**config.mk**
```make
export PLATFORM = sky130hd
export DESIGN_NAME = stream_agen
export DESIGN_NICKNAME = d
export VERILOG_FILES = /design/src/rtl/stream_agen_pkg.sv /design/src/rtl/agen_cfg_regs.sv /design/src/rtl/agen_ctrl.sv /design/src/rtl/agen_walker.sv /design/src/rtl/agen_stream.sv /design/src/rtl/stream_agen.sv
export SDC_FILE = /design/constraint.sdc
export NUM_CORES = 1
export LEC_CHECK = 0
export ABC_AREA = 1
export ABC_CLOCK_PERIOD_IN_PS = 2950
export BUFFER_PORTS_ARGS = -buffer_cell sky130_fd_sc_hd__buf_2
export CAP_MARGIN = 15
export CELL_PAD_IN_SITES_DETAIL_PLACEMENT = 0
export CELL_PAD_IN_SITES_GLOBAL_PLACEMENT = 2
export CORE_MARGIN = 10
export CORE_UTILIZATION = 30
export DETAILED_ROUTE_END_ITERATION = 7
export PLACE_DENSITY = 0.82
export SLEW_MARGIN = 20
export SYNTH_ARGS = -nofsm -noshare
export SYNTH_HDL_FRONTEND = slang
export SYNTH_SLANG_ARGS = --single-unit
```
**constraint.sdc**
```tcl
create_clock -name clk_i -period 2.95 [get_ports clk_i]
set_input_delay 0.59 -clock clk_i [delete_from_list [all_inputs] [get_ports clk_i]]
set_output_delay 0.59 -clock clk_i [all_outputs]
set_load 0.01 [all_outputs]
```
**src/rtl/stream_agen_pkg.sv**
```systemverilog
package stream_agen_pkg;
  typedef enum logic [1:0] {
    ST_IDLE = 2'd0,
    ST_WAIT = 2'd1,
    ST_RUN  = 2'd2
  } agen_state_e;
endpackage

```
**src/rtl/agen_cfg_regs.sv**
```systemverilog
module agen_cfg_regs #(
  parameter int AW = 10,
  parameter int LW = 8
) (
  input  logic          clk_i,
  input  logic          rst_ni,
  input  logic          load_i,
  input  logic          idle_i,
  input  logic [AW-1:0] base_i,
  input  logic [LW-1:0] len_i,
  input  logic [LW-1:0] copy_i,
  input  logic [AW-1:0] stride_i,
  output logic [AW-1:0] base_o,
  output logic [LW-1:0] len_o,
  output logic [LW-1:0] copy_o,
  output logic [AW-1:0] stride_o,
  output logic          empty_o
);
  always_ff @(posedge clk_i or negedge rst_ni) begin
    if (!rst_ni) begin
      base_o   <= '0;
      len_o    <= '0;
      copy_o   <= '0;
      stride_o <= '0;
    end else if (load_i && idle_i) begin
      base_o   <= base_i;
      len_o    <= len_i;
      copy_o   <= copy_i;
      stride_o <= stride_i;
    end
  end

  assign empty_o = (len_o == '0) || (copy_o == '0);
endmodule

```
**src/rtl/agen_ctrl.sv**
```systemverilog
module agen_ctrl
  import stream_agen_pkg::*;
(
  input  logic clk_i,
  input  logic rst_ni,
  input  logic go_i,
  input  logic ready_i,
  input  logic empty_i,
  input  logic last_i,
  output logic init_o,
  output logic run_o,
  output logic idle_o,
  output logic busy_o,
  output logic done_o,
  output logic commit_o
);
  agen_state_e state_q, state_d;
  logic        done_d, commit_d;

  always_comb begin
    state_d  = state_q;
    done_d   = 1'b0;
    commit_d = 1'b0;
    unique case (state_q)
      ST_IDLE: if (go_i) begin
        if (empty_i) done_d = 1'b1;
        else         state_d = ST_WAIT;
      end
      ST_WAIT: if (ready_i) state_d = ST_RUN;
      ST_RUN: if (last_i) begin
        state_d  = ST_IDLE;
        done_d   = 1'b1;
        commit_d = 1'b1;
      end
      default: state_d = ST_IDLE;
    endcase
  end

  always_ff @(posedge clk_i or negedge rst_ni) begin
    if (!rst_ni) begin
      state_q  <= ST_IDLE;
      done_o   <= 1'b0;
      commit_o <= 1'b0;
    end else begin
      state_q  <= state_d;
      done_o   <= done_d;
      commit_o <= commit_d;
    end
  end

  assign idle_o = (state_q == ST_IDLE);
  assign run_o  = (state_q == ST_RUN);
  assign busy_o = !idle_o;
  assign init_o = idle_o && go_i && !empty_i;
endmodule

```
**src/rtl/agen_walker.sv**
```systemverilog
module agen_walker #(
  parameter int AW = 10,
  parameter int LW = 8
) (
  input  logic          clk_i,
  input  logic          rst_ni,
  input  logic          init_i,
  input  logic          step_i,
  input  logic [AW-1:0] base_i,
  input  logic [LW-1:0] len_i,
  input  logic [LW-1:0] copy_i,
  input  logic [AW-1:0] stride_i,
  output logic [AW-1:0] addr_o,
  output logic          elem_last_o,
  output logic          last_o
);
  logic [LW-1:0] elem_q, cnt_q;
  logic [AW-1:0] row_q;

  assign elem_last_o = (elem_q == len_i - 1'b1);
  assign last_o      = elem_last_o && (cnt_q == copy_i - 1'b1);
  assign addr_o      = row_q + AW'(elem_q);

  always_ff @(posedge clk_i or negedge rst_ni) begin
    if (!rst_ni) begin
      elem_q <= '0;
      cnt_q  <= '0;
      row_q  <= '0;
    end else if (init_i) begin
      elem_q <= '0;
      cnt_q  <= '0;
      row_q  <= base_i;
    end else if (step_i) begin
      if (elem_last_o) begin
        elem_q <= '0;
        cnt_q  <= cnt_q + 1'b1;
        row_q  <= row_q + stride_i;
      end else begin
        elem_q <= elem_q + 1'b1;
      end
    end
  end
endmodule

```
**src/rtl/agen_stream.sv**
```systemverilog
module agen_stream #(
  parameter int DW = 32
) (
  input  logic          clk_i,
  input  logic          rst_ni,
  input  logic          ren_i,
  input  logic [DW-1:0] rdata_i,
  output logic [DW-1:0] data_o,
  output logic          valid_o
);
  // RAM is synchronous: data belongs to the read of the previous cycle
  always_ff @(posedge clk_i or negedge rst_ni) begin
    if (!rst_ni) valid_o <= 1'b0;
    else         valid_o <= ren_i;
  end

  assign data_o = rdata_i;
endmodule

```
**src/rtl/stream_agen.sv**
```systemverilog
module stream_agen #(
  parameter int AW = 10,
  parameter int LW = 8,
  parameter int DW = 32
) (
  input  logic          clk_i,
  input  logic          rst_ni,
  input  logic [AW-1:0] cfg_base_i,
  input  logic [LW-1:0] cfg_len_i,
  input  logic [LW-1:0] cfg_copy_i,
  input  logic [AW-1:0] cfg_stride_i,
  input  logic          cfg_load_i,
  input  logic          go_i,
  input  logic          tile_ready_i,
  output logic          mem_ren_o,
  output logic [AW-1:0] mem_addr_o,
  input  logic [DW-1:0] mem_rdata_i,
  output logic [DW-1:0] data_o,
  output logic          valid_o,
  output logic          busy_o,
  output logic          done_o,
  output logic          commit_o
);
  logic [AW-1:0] base_q, stride_q;
  logic [LW-1:0] len_q, copy_q;
  logic          empty, idle, init, run, last, elem_last;

  agen_cfg_regs #(.AW(AW), .LW(LW)) u_cfg (
    .clk_i    (clk_i),
    .rst_ni   (rst_ni),
    .load_i   (cfg_load_i),
    .idle_i   (idle),
    .base_i   (cfg_base_i),
    .len_i    (cfg_len_i),
    .copy_i   (cfg_copy_i),
    .stride_i (cfg_stride_i),
    .base_o   (base_q),
    .len_o    (len_q),
    .copy_o   (copy_q),
    .stride_o (stride_q),
    .empty_o  (empty)
  );

  agen_ctrl u_ctrl (
    .clk_i    (clk_i),
    .rst_ni   (rst_ni),
    .go_i     (go_i),
    .ready_i  (tile_ready_i),
    .empty_i  (empty),
    .last_i   (last),
    .init_o   (init),
    .run_o    (run),
    .idle_o   (idle),
    .busy_o   (busy_o),
    .done_o   (done_o),
    .commit_o (commit_o)
  );

  agen_walker #(.AW(AW), .LW(LW)) u_walk (
    .clk_i       (clk_i),
    .rst_ni      (rst_ni),
    .init_i      (init),
    .step_i      (run),
    .base_i      (base_q),
    .len_i       (len_q),
    .copy_i      (copy_q),
    .stride_i    (stride_q),
    .addr_o      (mem_addr_o),
    .elem_last_o (elem_last),
    .last_o      (last)
  );

  agen_stream #(.DW(DW)) u_out (
    .clk_i   (clk_i),
    .rst_ni  (rst_ni),
    .ren_i   (run),
    .rdata_i (mem_rdata_i),
    .data_o  (data_o),
    .valid_o (valid_o)
  );

  assign mem_ren_o = run;
endmodule

```
==> results.sh, run 1 <==
export IMPL_clock_skew_ns=0.00763
export IMPL_worstPathCellList="ha_2, inv_1, fa_2, o21ai_1, buf_4, nand2_1, o311ai_0, xor2_1, buf_2"
export IMPL_rows=45
export IMPL_antenna_found_initial=0
export IMPL_drt_total_wl_mm=11.6
export IMPL_design_die_area_um2=20800
export IMPL_globalRouteMet2Util_pct=18.2
export IMPL_synth_commonest_cells="nand2_1, dfrtp_1, nor2_1"
export IMPL_setup_slack_ns=0.115
export IMPL_core_um2=15100
export IMPL_ctsHtreeMaxLevel=3
export IMPL_viasPerCell=4.67
export IMPL_slew_violations=0
export IMPL_yosysWarnings=0
export IMPL_startpoint_type="flop"
export IMPL_insertion_delay_ns=0.34
export IMPL_power_density_nw_per_um2=1050
export IMPL_cap_violations=0
export IMPL_ctsRootBufferMaster="clkbuf_16"
export IMPL_cts_hold_buf=0
export IMPL_end_kind="output pin"
export IMPL_yosysMostFrequentCell="nand2_1"
export IMPL_clk_pin_slew_ns=0.06
export IMPL_ys_top_cells_by_area="dfrtp_1, nand2_1, ha_1"
export IMPL_yosysTopAreaCell="dfrtp_1"
export IMPL_dieWidth_um=144
export IMPL_synth_area_per_cell_um2=7.86
export IMPL_dp_hpwl_mm=9.11
export IMPL_synthCells=588
export IMPL_cts_made_buffers=9
export IMPL_clock_sinks=67
export IMPL_vias=3766
export IMPL_area_delta_synth_final_pct=11.7
export IMPL_status="finished clean"
export IMPL_required_ns=2.36
export IMPL_synth_area_um2=4620
export IMPL_route_detailed_drc=0
export IMPL_holdCritPathClass="input port to asynchronous set/reset pin"
export IMPL_max_freq_mhz=353
export IMPL_grt_pass1_wl_mm=19.3
export IMPL_worst_pin_slew_ns=0.664
export IMPL_gr_usage_met1_pct=15.3
export IMPL_reg2reg_depth=12
export IMPL_hold_worst_slack_ns=0.291
export IMPL_async_reset_ff_share_pct=100
export IMPL_port_buffers=55
export IMPL_finalSetupViolations=0
export IMPL_criticalPathCategory="flop to output pin"
export IMPL_crit_arrival_ns=2.25
export IMPL_totalPowerFinal_uw=5420
export IMPL_fin_nets=711
export IMPL_crit_fanout=7
export IMPL_clk_path_buf_depth=2
export IMPL_synth_top_area_share_pct=36.3
export IMPL_busiest_layer="met2"
export IMPL_finalCriticalPeriod_ns=2.84
export IMPL_r2r_start="u_walk.row_q[0]"
export IMPL_die_h_um=144
export IMPL_slowest_stage="dfrtp_2"
export IMPL_max_slew_margin_rel_pct=55.6
export IMPL_grt_ovfl_total=0
export IMPL_synth_ff_type="dfrtp_1"
export IMPL_worst_path_stages=9
export IMPL_drt_iter0_drc=246
export IMPL_synth_seq_cells=67
export IMPL_dr_pass1_iters=4
export IMPL_antenna_cells=0
export IMPL_hold_viol=0
export IMPL_crit_start="u_walk.elem_q[0]"
export IMPL_grtUsageMet3_pct=2.72
export IMPL_yosysSeqAreaShare_pct=36.3
export IMPL_syn_nets=685
export IMPL_num_fill_cells=1622
export IMPL_vdd_ir_drop_max_v=0.000338
export IMPL_finalCritPeriodShare_pct=96.1
export IMPL_grt_max_degree=42
export IMPL_post_place_ws_ns=0.343
export IMPL_drive_gt1_share_pct=19.4
export IMPL_grt_pass1_vias=3831
export IMPL_drt_antenna_violating_nets=0
export IMPL_gr_usage_all_layers_pct=11.7
export IMPL_crit_family="adder cells"
export IMPL_synth_cell_types=33
export IMPL_critPathMaxStageDelay_ns=0.41
export IMPL_cts_tree="built"
export IMPL_start_util_pct=30.5
export IMPL_wl_per_cell_um=14.4
export IMPL_cp_num_buf_inv=3
export IMPL_p_leak_uw=0.00262
export IMPL_gp_congestion=0.869
export IMPL_io_pin_count=120
export IMPL_synth_edf_count=0
## logic make-up (layout without fill, tap and decap cells)
kind of cell,after synthesis,after routing,synth area share (%)
simple gates,293,293,28.2
fa+ha+maj,24,24,6.82
xor+xnor,33,33,6.25
buf+inv,100,130,11.3
compound gates,48,48,5.52
flops,67,67,36.3
mux,23,23,5.60
## metal layers
layer,wire (um),share of wire (%),up-vias
met5,0,0,-
met4,218,1.9,0
met3,537,4.6,23
met2,5290,45,83
met1,5590,48,1742
li1,-,-,1918
## stage by stage
stage,std cells,setup TNS (ns),cell area (um2),util [%]
floorplan,588,0,4620,-
global placement,790,0,4870,32.1
detailed placement,790,0,4870,32.1
CTS,805,0,5150,34.0
global route,806,-0.0298,5160,34.1
finish,806,0,5160,34.1
## final cells by class
type | instances | area (um2) | share of cell area, %
Sequential cell | 67 | 1680 | 32.5
Multi-Input combinational cell | 421 | 2430 | 47.1
Inverter | 54 | 203 | 3.93
Clock buffer | 13 | 270 | 5.23
Timing Repair Buffer | 61 | 333 | 6.45
Tap cell | 188 | 235 | 4.56
Clock inverter | 2 | 10.0 | 0.194
## state kept, by name, indices dropped and copies added, names as in the netlist, 2 cells and up
register	flops
u_walk.cnt_q	8
u_cfg.copy_o	8
u_walk.row_q	10
u_cfg.base_o	10
u_cfg.stride_o	10
u_ctrl.state_q	2
u_walk.elem_q	8
u_cfg.len_o	8
## power breakdown
part	switching, uW	internal (uW)
Combinational	1620	1130
Clock	385	630
Sequential	363	1290
Total	2370	3050
## repair_timing
| item | in CTS | in global routing |
|---|---|---|
| buffers inserted | 0 | 1 |
| gates resized for setup | 1 | 5 |
| endpoints found under the setup margin | 1 | 3 |
| pin swaps | 0 | 0 |
## worst paths after layout
kind                                endpoint  slack, ns
max in group asynchronous     u_cfg.len_o[6]       2.01
min reg2reg                u_ctrl.state_q[0]       0.48
min in group clk_i         u_ctrl.state_q[0]       0.45
max                            mem_addr_o[8]       0.11
min                          u_walk.row_q[3]       0.29
max reg2reg                  u_walk.row_q[6]       0.68
## cells in the final DEF, fill, tap and decap left out, types with 3 or more instances in the layout
master | Yosys | final
inv_1 | 51 | 51
inv_2 | 3 | 3
nor2_1 | 54 | 54
xor2_1 | 22 | 22
nand3b_1 | 13 | 13
ha_1 | 22 | 20
nand2_2 | 3 | 3
nand4_1 | 6 | 6
xnor2_1 | 11 | 11
clkbuf_8 | 0 | 3
nor2_2 | 4 | 4
clkbuf_16 | 0 | 9
nand3_1 | 50 | 49
o21ai_0 | 10 | 9
nand2_4 | 3 | 3
mux2_2 | 23 | 23
dfrtp_1 | 67 | 65
o21ai_1 | 2 | 3
buf_4 | 32 | 5
nand2_1 | 152 | 152
a21oi_1 | 30 | 30
buf_2 | 5 | 55
nor3_1 | 4 | 4
(Power assumes the default switching activity.)
==> inputs of run 2 (changes only) <==
--- a/config.mk
+++ b/config.mk
@@ -15,6 +15,7 @@
 export CORE_UTILIZATION = 30
 export DETAILED_ROUTE_END_ITERATION = 7
 export PLACE_DENSITY = 0.82
+export SETUP_SLACK_MARGIN = 0.2
 export SLEW_MARGIN = 20
 export SYNTH_ARGS = -nofsm -noshare
 export SYNTH_HDL_FRONTEND = slang
==> run 2 against run 1 <==
Sequential power hardly changed. First-iteration DRC count is 4.1% lower. Via count is 0.24% lower. Global-route usage is 0.091 points higher. Fmax is 5.9% higher. Total power is 1.4% higher. Clock skew is 0.00091 ns lower. Clock power hardly changed. Combinational power is 3% higher. Sequential share of layout area is 0.53 points lower. Utilization is 0.59 points higher. Die area stayed put. Critical path type unchanged. Critical endpoint unchanged.
==> results.sh, run 2 (same netlist as run 1, synthesis figures left out) <==
export IMPL_status="finished clean"
export IMPL_rows=45
export IMPL_area_delta_synth_final_pct=13.7
export IMPL_globalRouteMet2Util_pct=18.3
export IMPL_die_h_um=144
export IMPL_worst_pin_slew_ns=0.670
export IMPL_worstPathCellList="ha_4, inv_1, fa_2, o21ai_2, buf_6, nand2_1, o311ai_0, xor2_1, buf_2"
export IMPL_clk_pin_slew_ns=0.05
export IMPL_fin_cells=809
export IMPL_rsz0062_at_grt="yes"
export IMPL_cts_hold_buf=0
export IMPL_grt_pass1_wl_mm=19.4
export IMPL_cts_tree="built"
export IMPL_fin_nets=714
export IMPL_crit_arrival_ns=2.09
export IMPL_grt_ovfl_total=0
export IMPL_ctsHtreeMaxLevel=3
export IMPL_p_leak_uw=0.00264
export IMPL_hold_viol=0
export IMPL_viasPerCell=4.64
export IMPL_cts_made_buffers=9
export IMPL_required_ns=2.36
export IMPL_grt_pass1_vias=3849
export IMPL_vdd_ir_drop_max_v=0.000338
export IMPL_port_buffers=55
export IMPL_end_kind="output pin"
export IMPL_placed_cell_area_um2=4870
export IMPL_design_die_area_um2=20800
export IMPL_vias=3757
export IMPL_clk_path_buf_depth=2
export IMPL_wl_per_cell_um=14.4
export IMPL_crit_fanout=3
export IMPL_dp_cells=790
export IMPL_io_pin_count=120
export IMPL_grt_max_degree=42
export IMPL_core_um2=15100
export IMPL_gr_usage_all_layers_pct=11.8
export IMPL_drive_gt1_share_pct=21.1
export IMPL_drt_total_wl_mm=11.7
export IMPL_max_freq_mhz=374
export IMPL_ctsRootBufferMaster="clkbuf_16"
export IMPL_busiest_layer="met2"
export IMPL_antenna_found_initial=0
export IMPL_reg_top3="u_cfg.base_o: 10 flops, u_cfg.stride_o: 10 flops, u_walk.row_q: 10 flops"
export IMPL_max_slew_margin_rel_pct=55.3
export IMPL_slowest_stage="dfrtp_1"
export IMPL_drt_antenna_violating_nets=0
export IMPL_route_detailed_drc=0
export IMPL_final_common_cell="nand2_1"
export IMPL_final_cell_mix="nand2_1, dfrtp_1, buf_2, nor2_1, inv_1"
export IMPL_clock_sinks=67
export IMPL_start_util_pct=30.5
export IMPL_gr_usage_met1_pct=15.4
export IMPL_insertion_delay_ns=0.34
export IMPL_critPathMaxStageDelay_ns=0.41
export IMPL_tns_ns=0
export IMPL_clock_skew_ns=0.00671
export IMPL_dieWidth_um=144
export IMPL_antenna_cells=0
export IMPL_criticalPathCategory="flop to output pin"
export IMPL_grtUsageMet3_pct=2.72
export IMPL_postLayoutCellArea_um2=5250
export IMPL_slew_violations=0
export IMPL_num_fill_cells=1613
export IMPL_finalSetupViolations=0
export IMPL_dr_pass1_iters=4
export IMPL_power_density_nw_per_um2=1050
export IMPL_cap_violations=0
export IMPL_gp_congestion=0.869
export IMPL_finalCriticalPeriod_ns=2.68
export IMPL_finalCritPeriodShare_pct=90.7
export IMPL_drt_iter0_drc=236
export IMPL_startpoint_type="flop"
export IMPL_holdCritPathClass="input port to asynchronous set/reset pin"
export IMPL_dp_hpwl_mm=9.11
run 2: cell types whose count changed in the layout (fill, tap and decap cells not counted), moves of 2 or more:
cell	delta
a21oi_2	+3
ha_1	-3
a21oi_1	-3
ha_4	+4
buf_4	+2
run 2: metal layers:
| metal | vias to the layer above | part of all wire, % |
|---|---|---|
| met5 | - | 0 |
| met3 | 27 | 4.1 |
| met2 | 90 | 45 |
| met4 | 0 | 2.1 |
| met1 | 1715 | 49 |
| li1 | 1925 | - |
run 2: timing repair:
action	CTS	global route
pin swaps	1	2
setup endpoints to repair	4	5
buffers inserted	2	2
endpoints found under the hold margin	0	0
gates resized for setup	6	10
run 2: power by group:
part | switching [uW] | internal [uW]
sequential | 373 | 1290
clock | 382 | 630
combinational | 1640 | 1180
run 2: metrics by stage:
step / total power, uW / hold slack [ns] / setup slack, ns / util [%]
6_report: 5490 / 0.293 / 0.273 / 34.7
5_1_grt: 6060 / 0.356 / 0.181 / 34.7
4_1_cts: 5510 / 0.315 / 0.211 / 34.3
3_5_place_dp: 4420 / 0.465 / 0.343 / 32.1
3_3_place_gp: 4380 / 0.464 / 0.443 / 32.1
2_1_floorplan: 3720 / 0.294 / 0.567 / -
run 2: final timing paths:
path,cells after the start,end,slack (ns),from
setup / recovery,9,mem_addr_o[8],0.27,u_walk.row_q[0]
hold / removal,1,u_walk.row_q[9],0.29,rst_ni
setup reg to reg,12,u_walk.row_q[6],0.65,u_walk.row_q[0]
hold reg to reg,1,u_ctrl.state_q[0],0.48,u_ctrl.state_q[1]
max in group asynchronous,2,u_cfg.len_o[6],2.01,rst_ni
min in group clk_i,2,u_ctrl.state_q[0],0.45,tile_ready_i
run 2: worst max-delay path: cells and delay by family (launching register included):
family / cells / cell delay, ns
fa+ha+maj: 2 / 0.52
flops: 1 / 0.41
buf+inv: 3 / 0.32
compound gates: 2 / 0.26
xor+xnor: 1 / 0.18
simple gates: 1 / 0.05
run 2: area by class of cell:
class	instances	area (um2)	area share, %
clock buffers	13	270	5.14
clock inverters	2	10.0	0.191
inverters	54	203	3.86
multi-input cells	421	2500	47.5
flip-flops and latches	67	1680	32.0
well taps	188	235	4.48
repair buffers	64	359	6.83
==> inputs of run 3 (changes only) <==
--- a/config.mk
+++ b/config.mk
@@ -6,15 +6,14 @@
 export NUM_CORES = 1
 export LEC_CHECK = 0
 export ABC_AREA = 1
-export ABC_CLOCK_PERIOD_IN_PS = 2950
 export BUFFER_PORTS_ARGS = -buffer_cell sky130_fd_sc_hd__buf_2
 export CAP_MARGIN = 15
 export CELL_PAD_IN_SITES_DETAIL_PLACEMENT = 0
 export CELL_PAD_IN_SITES_GLOBAL_PLACEMENT = 2
 export CORE_MARGIN = 10
-export CORE_UTILIZATION = 30
+export CORE_UTILIZATION = 27
 export DETAILED_ROUTE_END_ITERATION = 7
-export PLACE_DENSITY = 0.82
+export PLACE_DENSITY = 0.78
 export SETUP_SLACK_MARGIN = 0.2
 export SLEW_MARGIN = 20
 export SYNTH_ARGS = -nofsm -noshare
==> constraint.sdc (replaced) <==
create_clock -name clk_i -period 2.3 [get_ports clk_i]
set_input_delay 0.46 -clock clk_i [delete_from_list [all_inputs] [get_ports clk_i]]
set_output_delay 0.46 -clock clk_i [all_outputs]
set_load 0.01 [all_outputs]
==> run 3 against run 2 <==
The run now ends with negative setup slack left. Non-clock buffer count up 35. Largest cell class unchanged. Largest power group unchanged. Design area increased by 11%. Via count is 5.7% higher. Clock power increased by 45%. Clock-buffer cell count rose by 1. Combinational power is 55% higher. Critical endpoint is now mem_addr_o[6]. Wire length rose by 8.8%. Utilization rose by 0.18 points. Sequential power increased by 28%.
==> results.sh, run 3 (same netlist as run 1, synthesis figures left out) <==
export IMPL_multi_input_area_um2=2670
export IMPL_ctsRootBufferMaster="clkbuf_16"
export IMPL_crit_top_cell="nor2_1"
export IMPL_clk_path_buf_depth=2
export IMPL_finalCritPeriodShare_pct=105
export IMPL_placed_cell_area_um2=5000
export IMPL_r2r_start="u_walk.row_q[0]"
export IMPL_clock_sinks=67
export IMPL_register_area_um2=1680
export IMPL_gp_congestion=0.838
export IMPL_ctsHtreeMaxLevel=3
export IMPL_wl_met2_mm=5.95
export IMPL_finalSetupViolations=7
export IMPL_num_fill_cells=1798
export IMPL_rsz0062_at_grt="yes"
export IMPL_wl_met1_mm=6.09
export IMPL_max_slew_margin_rel_pct=74.7
export IMPL_clk_pin_slew_ns=0.06
export IMPL_grt_max_degree=68
export IMPL_drt_iter0_drc=245
export IMPL_final_core_util_pct=34.9
export IMPL_io_pin_count=120
export IMPL_worst_pin_slew_ns=0.379
export IMPL_final_common_cell="nand2_1"
export IMPL_ff2ff_setup_slack_ns=0.34
export IMPL_viasPerCell=4.53
export IMPL_max_freq_mhz=415
export IMPL_power_density_nw_per_um2=1370
export IMPL_die_h_um=151
export IMPL_reg_top3="u_cfg.base_o: 10 flops, u_cfg.stride_o: 10 flops, u_walk.row_q: 10 flops"
export IMPL_wl_per_cell_um=14.5
export IMPL_tns_ns=-0.558
export IMPL_p_leak_uw=0.00285
export IMPL_required_ns=1.84
export IMPL_grt_pass1_vias=4108
export IMPL_final_cell_mix="nand2_1, dfrtp_1, buf_2, nor2_1, inv_1"
export IMPL_drt_antenna_violating_nets=0
export IMPL_rows=47
export IMPL_crit_fanout=3
export IMPL_start_util_pct=27.7
export IMPL_dp_hpwl_mm=9.33
export IMPL_grt_ovfl_total=0
export IMPL_r2r_end="u_walk.row_q[6]"
export IMPL_port_buffers=55
export IMPL_grt_pass1_wl_mm=20.8
export IMPL_dr_pass1_iters=4
export IMPL_clock_skew_ns=0.0103
export IMPL_top_layer_used="met4"
export IMPL_antenna_cells=0
export IMPL_drt_total_wl_mm=12.7
export IMPL_criticalPathCategory="flop to output pin"
export IMPL_holdCritPathClass="input port to asynchronous set/reset pin"
export IMPL_cts_tree="built"
export IMPL_end_kind="output pin"
export IMPL_finalCriticalPeriod_ns=2.41
export IMPL_cp_num_buf_inv=2
export IMPL_vdd_ir_drop_max_v=0.000457
export IMPL_insertion_delay_ns=0.33
export IMPL_hold_viol=0
export IMPL_design_die_area_um2=22800
export IMPL_status="complete, but fails checks"
export IMPL_setup_slack_ns=-0.110
export IMPL_cap_violations=0
export IMPL_slowest_stage="fa_2"
export IMPL_antenna_found_initial=0
export IMPL_area_delta_synth_final_pct=26.0
export IMPL_wl_met3_um=480
export IMPL_worstPathCellList="ha_2, inv_2, fa_2, o21ai_4, a21oi_1, nor2_1, nor2_1, xor2_1, buf_2"
export IMPL_gr_usage_all_layers_pct=11.3
export IMPL_route_detailed_drc=0
export IMPL_startpoint_type="flop"
export IMPL_reg2reg_depth=13
export IMPL_postLayoutCellArea_um2=5820
export IMPL_core_um2=16700
export IMPL_fin_nets=750
export IMPL_violations="negative setup slack"
export IMPL_dieWidth_um=151
export IMPL_cts_hold_buf=0
export IMPL_vias=3972
export IMPL_cts_made_buffers=9
export IMPL_crit_start="u_walk.row_q[0]"
export IMPL_totalPowerFinal_uw=7960
export IMPL_slew_violations=0
export IMPL_critPathMaxStageDelay_ns=0.37
export IMPL_crit_arrival_ns=1.95
export IMPL_drive_gt1_share_pct=29.2
export IMPL_crit_family="adder cells"
## run 3: per-stage QoR
stage               setup slack [ns]  cells  hold slack, ns
global placement               0.135    834           0.466
finish                        -0.110    877           0.152
floorplan                      0.221    588           0.164
CTS                           -0.102    863           0.164
detailed placement            0.0780    834           0.466
global route                  -0.238    877           0.172
## run 3: layout make-up
type                            instances  share of cell area (%)
Clock buffer                           14                    4.88
Multi-Input combinational cell        422                    45.8
Sequential cell                        67                    28.9
Inverter                               54                    3.48
Clock inverter                          1                   0.516
Timing Repair Buffer                   99                    11.7
Tap cell                              220                    4.73
## run 3: per-layer routing
metal / up-vias / track usage [%]
met5: - / 0
met4: 0 / 3.90
met3: 28 / 2.42
met2: 72 / 18.3
met1: 1877 / 14.7
li1: 1995 / -
## run 3: how the worst max path moves through the flow
stage | cells after the start | endpoint
3_5_place_dp | 9 | mem_addr_o[7]
4_1_cts | 9 | mem_addr_o[6]
3_3_place_gp | 9 | mem_addr_o[5]
5_1_grt | 9 | mem_addr_o[6]
2_1_floorplan | 8 | mem_addr_o[7]
6_report | 9 | mem_addr_o[6]
## run 3: what timing repair did
| item | in CTS | in global routing |
|---|---|---|
| cloned | 0 | 2 |
| pin swaps | 7 | 15 |
| setup endpoints to repair | 9 | 33 |
| resized for setup | 25 | 33 |
| setup buffers | 14 | 12 |
## run 3: report_power, final
| part | switching (uW) | internal (uW) | leakage, uW | total (uW) |
|---|---|---|---|---|
| sequential | 475 | 1660 | 0.000814 | 2130 |
| combinational | 2400 | 1980 | 0.00188 | 4370 |
| clock | 504 | 953 | 0.000155 | 1460 |
